### config.mk
export PLATFORM = sky130hd
export DESIGN_NAME = awr_wait_seq
export DESIGN_NICKNAME = d
export VERILOG_FILES = /design/src/rtl/awr_pkg.sv /design/src/rtl/awr_tick_gen.sv /design/src/rtl/awr_wait_sync.sv /design/src/rtl/awr_strobe_gen.sv /design/src/rtl/awr_wait_seq.sv
export SDC_FILE = /design/constraint.sdc
export NUM_CORES = 1
export LEC_CHECK = 0
export ABC_AREA = 1
export BUFFER_PORTS_ARGS = -buffer_cell sky130_fd_sc_hd__clkbuf_2
export CAP_MARGIN = 20
export CORE_MARGIN = 1.5
export CORE_UTILIZATION = 56
export CTS_CLUSTER_DIAMETER = 60
export CTS_CLUSTER_SIZE = 10
export DETAILED_ROUTE_END_ITERATION = 12
export PLACE_DENSITY = 0.84
export SYNTH_ARGS = -nofsm -noshare
export SYNTH_HDL_FRONTEND = slang
export SYNTH_HIERARCHICAL = 1
export SYNTH_SLANG_ARGS = --single-unit
### constraint.sdc
create_clock -name clk -period 4.3 [get_ports clk]
set_clock_uncertainty 0.2 [all_clocks]
set_input_delay 0.43 -clock clk [delete_from_list [all_inputs] [get_ports clk]]
set_output_delay 0.43 -clock clk [all_outputs]
set_load 0.005 [all_outputs]
### src/rtl/awr_pkg.sv
package awr_pkg;
   typedef enum logic [1:0] {
      ST_IDLE = 2'd0,
      ST_RUN  = 2'd1,
      ST_HOLD = 2'd2,
      ST_XDLY = 2'd3
   } awr_state_e;

   localparam int unsigned NUM_STROBES = 2;
   localparam int unsigned STB_CS      = 0;
   localparam int unsigned STB_WE      = 1;
endpackage

### src/rtl/awr_tick_gen.sv
module awr_tick_gen #(
   parameter int unsigned DIVW = 2
) (
   input  logic            clk,
   input  logic            rst_n,
   input  logic            clr,
   input  logic            run,
   input  logic [DIVW-1:0] div_sel,
   output logic            tick
);
   localparam logic [DIVW-1:0] PH_ONE = 1;

   generate
      if (DIVW < 1) begin : g_bad_divw
         $error("awr_tick_gen: DIVW must be at least 1");
      end
   endgenerate

   logic [DIVW-1:0] phase;

   assign tick = run && (phase == div_sel);

   always_ff @(posedge clk or negedge rst_n) begin
      if (!rst_n)
         phase <= '0;
      else if (clr)
         phase <= '0;
      else if (run)
         phase <= tick ? '0 : phase + PH_ONE;
   end
endmodule

### src/rtl/awr_wait_sync.sv
module awr_wait_sync #(
   parameter int unsigned STAGES = 2
) (
   input  logic clk,
   input  logic rst_n,
   input  logic wait_in,
   input  logic active_high,
   output logic wait_act
);
   generate
      if (STAGES < 2) begin : g_bad_stages
         $error("awr_wait_sync: STAGES must be at least 2");
      end
   endgenerate

   logic [STAGES-1:0] chain;

   always_ff @(posedge clk or negedge rst_n) begin
      if (!rst_n)
         chain <= '0;
      else
         chain <= {chain[STAGES-2:0], wait_in};
   end

   assign wait_act = active_high ? chain[STAGES-1] : ~chain[STAGES-1];
endmodule

### src/rtl/awr_strobe_gen.sv
module awr_strobe_gen #(
   parameter int unsigned TW = 5,
   parameter int unsigned NS = 2
) (
   input  logic                 active,
   input  logic [TW-1:0]        cnt,
   input  logic [TW-1:0]        cyc_time,
   input  logic [NS-1:0][TW-1:0] on_t,
   input  logic [NS-1:0][TW-1:0] off_t,
   output logic [NS-1:0]        strobe_n,
   output logic                 data_oe,
   output logic                 order_bad
);
   generate
      if (NS < 1) begin : g_bad_ns
         $error("awr_strobe_gen: NS must be at least 1");
      end
   endgenerate

   logic [NS-1:0] bad_vec;

   for (genvar i = 0; i < NS; i++) begin : g_stb
      assign strobe_n[i] = ~(active && (cnt >= on_t[i]) && (cnt < off_t[i]));
      assign bad_vec[i]  = (on_t[i] > off_t[i]) || (off_t[i] > cyc_time);
   end

   assign data_oe   = active && (cnt < cyc_time);
   assign order_bad = |bad_vec;
endmodule

### src/rtl/awr_wait_seq.sv
module awr_wait_seq
   import awr_pkg::*;
#(
   parameter int unsigned AW          = 16,
   parameter int unsigned DW          = 16,
   parameter int unsigned TW          = 5,
   parameter int unsigned DIVW        = 2,
   parameter int unsigned XDW         = 2,
   parameter int unsigned SYNC_STAGES = 2
) (
   input  logic            clk,
   input  logic            rst_n,
   input  logic            start,
   input  logic [AW-1:0]   addr_in,
   input  logic [DW-1:0]   data_in,
   input  logic [DIVW-1:0] div_sel,
   input  logic [TW-1:0]   cyc_time,
   input  logic [TW-1:0]   acc_time,
   input  logic [TW-1:0]   cs_on,
   input  logic [TW-1:0]   cs_off,
   input  logic [TW-1:0]   we_on,
   input  logic [TW-1:0]   we_off,
   input  logic [XDW-1:0]  wait_dly,
   input  logic            mon_en,
   input  logic            wait_hi,
   input  logic            wait_in,
   output logic            cs_n,
   output logic            we_n,
   output logic [AW-1:0]   addr_out,
   output logic [DW-1:0]   data_out,
   output logic            data_oe,
   output logic            done,
   output logic            cfg_err
);
   localparam logic [TW-1:0]  CNT_ONE = 1;
   localparam logic [XDW-1:0] DLY_ONE = 1;

   generate
      if (TW < 2 || AW < 1 || DW < 1 || XDW < 1) begin : g_bad_widths
         $error("awr_wait_seq: unsupported width parameters");
      end
   endgenerate

   awr_state_e     state;
   logic [TW-1:0]  cnt;
   logic [XDW-1:0] dcnt;
   logic           wact;
   logic           tick;
   logic           order_bad;
   logic           accept;
   logic           at_end;
   logic           freeze_now;
   logic           tick_run;
   logic           tick_clr;
   logic [NUM_STROBES-1:0]         stb_n;
   logic [NUM_STROBES-1:0][TW-1:0] on_vec;
   logic [NUM_STROBES-1:0][TW-1:0] off_vec;

   assign on_vec[STB_CS]  = cs_on;
   assign on_vec[STB_WE]  = we_on;
   assign off_vec[STB_CS] = cs_off;
   assign off_vec[STB_WE] = we_off;

   assign cfg_err    = order_bad || (acc_time >= cyc_time);
   assign accept     = (state == ST_IDLE) && start && !cfg_err;
   assign at_end     = (cnt == cyc_time);
   assign freeze_now = mon_en && wact && (cnt == acc_time) && !at_end;
   assign tick_run   = ((state == ST_RUN) && !at_end && !freeze_now) ||
                       (state == ST_XDLY);
   assign tick_clr   = accept || ((state == ST_HOLD) && !wact);

   awr_tick_gen #(.DIVW(DIVW)) u_tick (
      .clk     (clk),
      .rst_n   (rst_n),
      .clr     (tick_clr),
      .run     (tick_run),
      .div_sel (div_sel),
      .tick    (tick)
   );

   awr_wait_sync #(.STAGES(SYNC_STAGES)) u_sync (
      .clk         (clk),
      .rst_n       (rst_n),
      .wait_in     (wait_in),
      .active_high (wait_hi),
      .wait_act    (wact)
   );

   awr_strobe_gen #(.TW(TW), .NS(NUM_STROBES)) u_stb (
      .active    (state != ST_IDLE),
      .cnt       (cnt),
      .cyc_time  (cyc_time),
      .on_t      (on_vec),
      .off_t     (off_vec),
      .strobe_n  (stb_n),
      .data_oe   (data_oe),
      .order_bad (order_bad)
   );

   assign cs_n = stb_n[STB_CS];
   assign we_n = stb_n[STB_WE];

   always_ff @(posedge clk or negedge rst_n) begin
      if (!rst_n) begin
         state    <= ST_IDLE;
         cnt      <= '0;
         dcnt     <= '0;
         done     <= 1'b0;
         addr_out <= '0;
         data_out <= '0;
      end else begin
         done <= (state == ST_RUN) && at_end;
         case (state)
            ST_IDLE: begin
               if (accept) begin
                  state    <= ST_RUN;
                  cnt      <= '0;
                  addr_out <= addr_in;
                  data_out <= data_in;
               end
            end
            ST_RUN: begin
               if (at_end)
                  state <= ST_IDLE;
               else if (freeze_now)
                  state <= ST_HOLD;
               else if (tick)
                  cnt <= cnt + CNT_ONE;
            end
            ST_HOLD: begin
               if (!wact) begin
                  if (wait_dly == '0) begin
                     state <= ST_RUN;
                  end else begin
                     state <= ST_XDLY;
                     dcnt  <= wait_dly;
                  end
               end
            end
            ST_XDLY: begin
               if (wact)
                  state <= ST_HOLD;
               else if (tick) begin
                  if (dcnt == DLY_ONE)
                     state <= ST_RUN;
                  else
                     dcnt <= dcnt - DLY_ONE;
               end
            end
            default: state <= ST_IDLE;
         endcase
      end
   end
endmodule

==> metrics.csv, run 1 <==
stage;metric;value;unit
place;postPlaceCellArea;4180;um2
job;max_cap_violations;0;
timing;rsz0062_at_grt;no;
floorplanning;die_w;83.0;um
cts;cts_setup_buffers;0;
cts;clkTransAtPathRegs;90;ps
place;io_buffers;108;
routing;routed_wl;8.05;mm
global_routing;antenna_found_initial;0;
setup_path;slowest_stage;nand3b_4;
floorplanning;fp.dieArea;6890;um2
final_layout;fin_util;71.3;%
timing;fmax;329;MHz
setup_path;endpoint_kind;register;
logic_synthesis;netlist_area;3580;um2
global_routing;grt_max_degree;47;
routing;vias;3161;
logic_synthesis;synthArstFlopShare;100;%
timing;slew_headroom;56.9;%
setup_path;critPathLaunchType;input port;
logic_synthesis;synthFlopType;dfrtp_1;
final_layout;fin_area;4320;um2
power;p_total;0.00190;W
routing;drt_iter0_drc;171;
setup_path;crit_path_max_fanout;34;
power;p_leak;2.66;nW
routing;drc_errors;0;
timing;worstMarginPinSlew;647;ps
cts;htreeDepth;2;
cts;cts_root_buf;clkbuf_8;
cts;post_cts_resized;0;
floorplanning;start_util;59.1;%
routing;drt_pre_antenna_iters;5;
logic_synthesis;ys_types;27;
cts;clock_latency;290;ps
routing;drtAntennaViolNets;0;
final_layout;drive_gt1_share;30.5;%
global_routing;grt_pass1_wl;13.7;mm
logic_synthesis;ys_seq_area_share;32.1;%
global_routing;overflow;0;
logic_synthesis;synth_edf_count;0;
setup_path;cp.required;4290;ps
timing;fin_crit_sh;70.7;%
power;p_per_area;439;nW/um2
logic_synthesis;yosysMostFrequentCell;nand2_1;
timing;final_hold_viol_count;0;
setup_path;max_stage_delay;540;ps
logic_synthesis;synth_top_area_share;32.1;%
global_routing;track_usage;24.0;%
timing;holdWs;35.3;ps
worst_hold_path;holdCritPathClass;input port to register;
setup_path;cp_common_cell;nand2_1;
power;ir_drop;0.000394;V
timing;min_period;3040;ps
timing;final-setup-viol-count;0;
final_layout;antenna_cells;0;
cts;cts_inserted_buffers;5;
final_layout;nNetsFinal;661;
run_status;status;finished clean;
place;gp_congestion;0.828;
routing;via_per_inst;5.13;
logic_synthesis;synth_seq_cells;46;
place;dpl.hpwl;6.34;mm
routing;wl_per_cell;13.1;um
logic_synthesis;syn_area_per_cell;8.41;um2
setup_path;worstPathCellList;clkbuf_2, inv_1, ha_1, nand2_1, inv_1, nand2_1, nand3_1, nand2_1, nand2_1, inv_1, nand2_1, nor2_1, nand2_1, nor2_1, nand3b_4, nand2_2, nand3_1, nor2_1, nor2_1;
final_layout;area_growth;20.7;%
logic_synthesis;yosysTopAreaCell;dfrtp_1;
cts;holdBufCountCts;0;
setup_path;worstPathArrival;3030;ps
cts;cts_sinks;46;
timing;fin_tns_setup;0;ps
floorplanning;die_y;83.0;um
timing;final-max-slew-violation-count;0;
logic_synthesis;synthTopCellsByArea;dfrtp_1, ha_1, mux2_4, nand2_1, inv_1;
logic_synthesis;syn_nets;547;
logic_synthesis;yosysWarnings;6;
cts;cts_tree;built;
setup_path;crit_type;input port to register;
floorplanning;io_pins;109;
floorplanning;core_area;6060;um2
logic_synthesis;synth_common_cells;nand2_1, inv_1, ha_1, dfrtp_1;
global_routing;grt_pass1_vias;3143;
cts;cts_max_path_buffers;2;
logic_synthesis;syn_inst;426;
floorplanning;rows;28;
logic make-up (layout without fill, tap and decap cells):
logic type | after synthesis | after routing | share of synthesized area, %
flip-flops | 46 | 46 | 32.1
buffers and inverters | 80 | 195 | 9.01
multiplexers | 33 | 33 | 13.4
adder cells (fa/ha/maj) | 49 | 49 | 17.1
AO/OA/AOI/OAI | 33 | 33 | 4.82
AND/OR/NAND/NOR | 180 | 180 | 22.3
XOR/XNOR | 5 | 5 | 1.22
stage by stage:
stage	setup WS (ps)	cells
finish	1260	616
global route	992	616
CTS	1300	614
detailed placement	990	606
global placement	1110	606
floorplan	1840	426
final timing paths:
kind,from,depth (start not counted),to,slack (ps)
worst max-delay path,cyc_time[4],19,state[0]$_DFFE_PN0P_,1260
worst max register to register,cnt[4]$_DFFE_PN0P_,12,dcnt[0]$_DFFE_PN0P_,1510
max in group asynchronous,rst_n,3,addr_out[6]$_DFFE_PN0P_,3100
worst min register to register,u_sync/chain[0]$_DFF_PN0_,0,u_sync/chain[1]$_DFF_PN0_,160
worst min-delay path,wait_in,1,u_sync/chain[0]$_DFF_PN0_,40
min in group asynchronous,rst_n,2,data_out[12]$_DFFE_PN0P_,320
per-layer routing:
metal	wire length (um)	global-route usage [%]	part of all wire, %
met3	508	4.57	6.3
met2	4020	42.3	50
met4	43	6.36	0.53
met5	0	0	0
met1	3480	30.0	43
final cells by class:
type,instances,area [um2]
repair buffers,110,571
clock inverters,2,37.5
inverters,77,289
flip-flops and latches,46,1150
clock buffers,6,72.6
fillers,489,1740
well taps,75,93.8
multi-input cells,300,2110
sequential cells by signal, indices dropped and copies added (netlist names):
| register | count |
|---|---|
| u_sync/chain | 2 |
| u_tick/phase | 2 |
| addr_out | 16 |
| cnt | 5 |
| done | 1 |
| dcnt | 2 |
| data_out | 16 |
| state | 2 |
layout by cell type (no fill, tap or decap), types with 2 or more instances in the layout:
master / synthesis / final
clkbuf_2: 0 / 108
ha_1: 49 / 49
xor2_1: 3 / 3
a21oi_1: 21 / 21
o21ai_0: 7 / 7
clkbuf_8: 0 / 5
inv_1: 73 / 73
mux2_2: 4 / 4
nand4_1: 15 / 15
nor2_1: 29 / 29
inv_2: 4 / 4
dfrtp_1: 46 / 46
nand2_2: 2 / 2
nor2_2: 6 / 6
xnor2_1: 2 / 2
o21a_1: 2 / 2
nand2_1: 107 / 107
o21ai_1: 2 / 2
mux2_4: 29 / 29
nand3_1: 14 / 14
where the power goes:
group          internal (W)  switching, W
sequential         0.000604      0.000138
clock              0.000173      0.000142
combinational      0.000440      0.000401
total               0.00122      0.000681
worst max-delay path, delay by kind of cell:
family / cells / cell delay [ps]
fa+ha+maj: 1 / 310
simple gates: 14 / 2020
buf+inv: 4 / 270
No activity file was read; power rests on OpenSTA's default activity.
==> run 2, diff against run 1 <==
- CORE_UTILIZATION: 56 -> 52
- PLACE_DENSITY: 0.84 -> 0.79
- clock period: 4.3 -> 3.08 ns (I/O delays scaled with it)
==> metrics.csv, run 2 (synthesis results as in run 1) <==
stage;metric;value;unit;change
run_status;status;finished clean;;
final_layout;mostFrequentLayoutCells;clkbuf_2, nand2_1, inv_1, ha_1, dfrtp_1;;
routing;via_per_inst;5.00;;-2.7%
place;place_ws;253;ps;-737 ps
cts;cts_inserted_buffers;5;;unchanged
final_layout;multi_input_comb_area;2110;um2;unchanged
cts;post_cts_resized;0;;unchanged
cts;clkTransAtPathRegs;80;ps;about the same
final_layout;fin_area;4350;um2;+0.64%
final_layout;final_common_cell;clkbuf_2;;
global_routing;grt.met1_usage;29.2;%;-0.77 points
timing;holdWs;41.2;ps;+5.90 ps
job;max_cap_violations;0;;unchanged
setup_path;critPathLaunchType;register;;
final_layout;fin_util;64.7;%;-6.6 points
cts;clock_latency;290;ps;about the same
setup_path;crit_type;register to register;;
timing;fin_ws;530;ps;-731 ps
global_routing;grtUsageMet3;5.20;%;+0.62 points
cts;cts_max_path_buffers;2;;unchanged
cts;htreeDepth;2;;unchanged
timing;final-max-slew-violation-count;0;;unchanged
timing;final-setup-viol-count;0;;unchanged
place;gp_congestion;0.823;;-0.59%
setup_path;crit_path_max_fanout;10;;-71%
routing;drc_errors;0;;unchanged
routing;routed_wl;7.92;mm;-1.6%
global_routing;grt_pass1_vias;3210;;+2.1%
global_routing;grt_pass1_wl;13.7;mm;about the same
place;dpl.hpwl;6.57;mm;+3.7%
floorplanning;io_pins;109;;unchanged
global_routing;top_usage_layer;met2;;
floorplanning;die_y;86;um;+3.6%
setup_path;worstPathArrival;2530;ps;-500 ps
floorplanning;rows;30;;+7.1%
floorplanning;core_area;6720;um2;+11%
final_layout;nNetsFinal;666;;+0.76%
timing;min_period;2550;ps;
cts;cts_sinks;46;;unchanged
timing;slew_headroom;68.4;%;+12 points
power;p_leak;2.68;nW;+0.88%
final_layout;area_growth;21.4;%;
routing;drtAntennaViolNets;0;;unchanged
setup_path;cp.required;3070;ps;-1220 ps
final_layout;antenna_cells;0;;unchanged
setup_path;endpoint_kind;register;;
timing;rsz0062_at_grt;no;;
timing;fin_tns_setup;0;ps;unchanged
cts;cts_root_buf;clkbuf_8;;
global_routing;track_usage;22.6;%;-1.4 points
place;postPlaceCellArea;4240;um2;+1.3%
routing;drt_pre_antenna_iters;4;;-1
global_routing;overflow;0;;unchanged
floorplanning;fp.dieArea;7400;um2;+7.4%
power;p_per_area;595;nW/um2;+35%
worst_hold_path;holdCritPathClass;input port to register;;
timing;fin_crit_sh;82.8;%;
final_layout;register_area;1150;um2;unchanged
global_routing;grt_max_degree;32;;-32%
power;ir_drop;0.000427;V;+8.4%
routing;wl_per_cell;12.7;um;-3.2%
final_layout;reg_top3;addr_out (16), data_out (16), cnt (5);;
routing;vias;3127;;-1.1%
final_layout;drive_gt1_share;31.0;%;+0.45 points
timing;worstMarginPinSlew;473;ps;-174 ps
final_layout;num-fill-cells;585;;+20%
global_routing;antenna_found_initial;0;;unchanged
routing;drt_iter0_drc;149;;-13%
timing;fmax;392;MHz;
place;io_buffers;108;;unchanged
global_routing;met2_usage;38.9;%;-3.4 points
floorplanning;die_w;86;um;+3.6%
timing;final_hold_viol_count;0;;unchanged
cts;cts_tree;built;;
floorplanning;start_util;53.3;%;-5.8 points
## run 2: metal layers
| metal | wire [um] | vias to the layer above | share of wire [%] |
|---|---|---|---|
| met4 | 47 | 0 | 0.59 |
| li1 | - | 1609 | - |
| met3 | 418 | 4 | 5.3 |
| met1 | 3560 | 1432 | 45 |
| met2 | 3890 | 82 | 49 |
| met5 | 0 | - | 0 |
## run 2: report_power, final
| group | total (W) | leakage, nW | internal [W] | switching [W] |
|---|---|---|---|---|
| Combinational | 0.00119 | 2.03 | 0.000620 | 0.000569 |
| Sequential | 0.00102 | 0.609 | 0.000844 | 0.000181 |
| Clock | 0.000376 | 0.0482 | 0.000181 | 0.000195 |
## run 2: layout make-up
type,instances,area share (%)
clock buffers,7,1.98
inverters,77,6.64
flip-flops and latches,46,26.5
clock inverters,1,0.115
well taps,80,2.30
repair buffers,115,14.0
multi-input cells,300,48.5
## run 2: what timing repair did
item | in CTS | in global routing
endpoints found under the hold margin | 16 | 0
hold buffers | 2 | 0
endpoints found under the setup margin | 0 | 0
buffers inserted | 0 | 0
## run 2: path summary, 6_finish.rpt
| kind | from | endpoint | slack (ps) | cells after the start |
|---|---|---|---|---|
| min in group asynchronous | rst_n | data_out[11]$_DFFE_PN0P_ | 260 | 2 |
| worst max register to register | cnt[3]$_DFFE_PN0P_ | dcnt[0]$_DFFE_PN0P_ | 530 | 12 |
| worst min-delay path | addr_in[10] | addr_out[10]$_DFFE_PN0P_ | 40 | 2 |
| worst min register to register | u_sync/chain[0]$_DFF_PN0_ | u_sync/chain[1]$_DFF_PN0_ | 160 | 0 |
| max in group asynchronous | rst_n | addr_out[8]$_DFFE_PN0P_ | 1690 | 3 |
| worst max-delay path | cnt[3]$_DFFE_PN0P_ | dcnt[0]$_DFFE_PN0P_ | 530 | 12 |
## run 2: critical path, stage by stage, from the launching register on
cell,delay [ps]
dfrtp_1,640
inv_1,120
nand2_1,80
nand2_1,50
nor2_1,130
nand3_1,90
nand3_1,120
nand2_1,120
inv_1,70
nor2_1,50
or2_2,310
nand4_1,130
mux2_2,340
## run 2: per-stage QoR
stage | power, W | std cells
floorplan | 0.00176 | 426
global placement | 0.00217 | 616
detailed placement | 0.00223 | 616
CTS | 0.00261 | 626
global route | 0.00281 | 626
finish | 0.00259 | 626
==> run 3, diff against run 2 <==
- CORE_UTILIZATION: 52 -> 47
- PLACE_DENSITY: 0.79 -> 0.75
- clock period: 3.08 -> 2.2 ns (I/O delays scaled with it)
==> metrics.csv, run 3 (synthesis results as in run 1) <==
stage;metric;value;unit;change
timing;fin_tns_setup;-6680;ps;-6680 ps
timing;fin_crit_sh;110;%;
cts;clkTransAtPathRegs;90;ps;about the same
place;dp.cells;673;;+9.3%
power;ir_drop;0.000659;V;+54%
timing;final-max-slew-violation-count;0;;unchanged
routing;vias;3965;;+27%
final_layout;finalNonFillerCells;731;;+17%
setup_path;cp-endpoint;data_out[9]$_DFFE_PN0P_;;
final_layout;mostFrequentLayoutCells;clkbuf_2, nand2_1, inv_1, buf_4, dfrtp_1;;
setup_path;cp_common_cell;nand2_1;;
floorplanning;start_util;48.9;%;-4.4 points
routing;drt_iter0_drc;253;;+70%
routing;routed_wl;13.0;mm;+64%
cts;cts_sinks;46;;unchanged
setup_path;max_stage_delay;300;ps;-340 ps
power;p_sw;0.00168;W;+78%
final_layout;drive_gt1_share;48.9;%;+18 points
setup_path;crit_type;input port to register;;
floorplanning;rows;31;;+3.3%
power;power.clock.fraction;14.8;%;+0.3 points
place;gp_congestion;0.851;;+3.5%
global_routing;antenna_found_initial;0;;unchanged
floorplanning;io_pins;109;;unchanged
cts;htreeDepth;2;;unchanged
timing;min_period;2410;ps;
setup_path;regToRegSetupSlack;-90;ps;-620 ps
routing;drc_errors;0;;unchanged
setup_path;ff2ff_path_depth;12;;unchanged
setup_path;cp.required;2190;ps;-880 ps
timing;worstMarginPinSlew;564;ps;+90.3 ps
global_routing;grt_pass1_wl;16.0;mm;+17%
setup_path;r2r-end;dcnt[0]$_DFFE_PN0P_;;
global_routing;overflow;0;;unchanged
worst_hold_path;holdCritPathClass;input port to register;;
final_layout;area_growth;64.1;%;
routing;wl_per_cell;17.7;um;+40%
cts;clock_latency;300;ps;about the same
setup_path;worstPathCellList;buf_6, inv_4, ha_4, nand2_4, inv_1, nand2_1, nand3_1, nand2_1, nand2_1, inv_1, nand2_1, nor2_1, nand2_1, nor2_4, nand3b_4, clkbuf_16, mux2_4;;
routing;drtAntennaViolNets;0;;unchanged
final_layout;antenna_cells;0;;unchanged
setup_path;slowest_stage;mux2_4;;
final_layout;final_common_cell;clkbuf_2;;
power;p_int;0.00271;W;+65%
floorplanning;die_w;90.3;um;+5.0%
global_routing;grt_pass1_vias;3618;;+13%
cts;cts_root_buf;clkbuf_8;;
final_layout;nNetsFinal;752;;+13%
timing;fin_ws;-214;ps;-745 ps
global_routing;track_usage;24.1;%;+1.5 points
timing;final-setup-viol-count;45;;+45
routing;drt_pre_antenna_iters;5;;+1
place;place_ws;-279;ps;-532 ps
timing;final_hold_viol_count;0;;unchanged
place;io_buffers;108;;unchanged
routing;via_per_inst;5.42;;+8.6%
job;max_cap_violations;0;;unchanged
timing;rsz0062_at_grt;yes;;
final_layout;reg_top3;addr_out (16), data_out (16), cnt (5);;
final_layout;num-fill-cells;381;;-35%
run_status;violations;negative setup slack;;
setup_path;crit_path_max_fanout;8;;-2
place;dpl.hpwl;6.96;mm;+5.8%
floorplanning;die_y;90.3;um;+5.0%
power;p_leak;3.19;nW;+19%
power;p_per_area;748;nW/um2;+26%
floorplanning;core_area;7330;um2;+9.1%
setup_path;endpoint_kind;register;;
setup_path;startpoint;cyc_time[4];;
power;seq_power_share;33.2;%;-6.4 points
global_routing;grt_max_degree;47;;+47%
timing;fmax;414;MHz;
cts;cts_max_path_buffers;2;;unchanged
setup_path;worstPathArrival;2400;ps;-130 ps
power;p_comb_share;52.0;%;+6.1 points
timing;slew_headroom;62.4;%;-6.0 points
cts;cts_tree;built;;
setup_path;reg2reg_from;cnt[3]$_DFFE_PN0P_;;
setup_path;critPathLaunchType;input port;;
run_status;status;finished, violations left;;
floorplanning;fp.dieArea;8150;um2;+10%
cts;cts_inserted_buffers;5;;unchanged
power;p_sw_share;38.3;%;+1.8 points
run 3: cell count changes in the layout (fill, tap and decap cells not counted), sizes merged:
cell | previous run | this run
bufinv | 0 | 1
buf | 5 | 68
clkbuf | 115 | 104
dlygate4sd3 | 2 | 34
inv | 77 | 78
run 3: repair_timing:
| item | in CTS | in global routing |
|---|---|---|
| gates cloned | 0 | 4 |
| hold buffers | 34 | 0 |
| endpoints found under the hold margin | 79 | 0 |
| endpoints found under the setup margin | 10 | 47 |
| resized for setup | 26 | 130 |
| pin swaps | 7 | 52 |
| buffers inserted | 2 | 12 |
run 3: power by group through the flow:
stage / sequential (W) / clock [W] / combinational, W
after floorplan: 0.00143 / 0 / 0.00104
after global placement: 0.00141 / 0 / 0.00173
after detailed placement: 0.00143 / 0 / 0.00181
after CTS: 0.00143 / 0.000648 / 0.00192
after global routing: 0.00149 / 0.000697 / 0.00244
final: 0.00146 / 0.000652 / 0.00229
run 3: stage by stage:
stage          util (%)  power [W]  area, um2  hold WS, ps
2_1_floorplan         -    0.00247       3590         -276
3_3_place_gp       62.2    0.00315       4560          130
3_5_place_dp       62.2    0.00324       4560          131
4_1_cts            70.7    0.00400       5180         24.3
5_1_grt            80.2    0.00463       5880         79.0
6_report           80.2    0.00440       5880         82.8
run 3: final cells by class:
type	instances	area (um2)	share of cell area [%]
Multi-Input combinational cell	300	2670	45.4
Tap cell	99	124	2.11
Clock inverter	3	43.8	0.745
Clock buffer	5	68.8	1.17
Inverter	77	327	5.56
Sequential cell	46	1160	19.7
Timing Repair Buffer	201	1490	25.3
run 3: how the worst min path moves through the flow:
stage | start | to | depth (start not counted)
after CTS | wait_dly[1] | dcnt[1]$_DFFE_PN0P_ | 3
after detailed placement | wait_in | u_sync/chain[0]$_DFF_PN0_ | 1
after global routing | wait_dly[1] | dcnt[1]$_DFFE_PN0P_ | 3
final | wait_dly[1] | dcnt[1]$_DFFE_PN0P_ | 3
after global placement | wait_in | u_sync/chain[0]$_DFF_PN0_ | 1
after floorplan | rst_n | addr_out[0]$_DFFE_PN0P_ | 0
run 3: worst max-delay path: cells and delay by family:
| family | cells | cell delay, ps |
|---|---|---|
| muxes | 1 | 300 |
| adders and majority gates | 1 | 220 |
| buffers and inverters | 5 | 570 |
| and+or+nand+nor | 10 | 1080 |
run 3: per-layer routing:
| layer | routed length, um | global-route usage (%) | share of wire [%] | vias up |
|---|---|---|---|---|
| met5 | 0 | 0 | 0 | - |
| met4 | 825 | 7.54 | 6.4 | 0 |
| met3 | 719 | 3.79 | 5.6 | 70 |
| met2 | 6790 | 45.1 | 52 | 217 |
| met1 | 4620 | 27.8 | 36 | 1886 |
| li1 | - | - | - | 1792 |
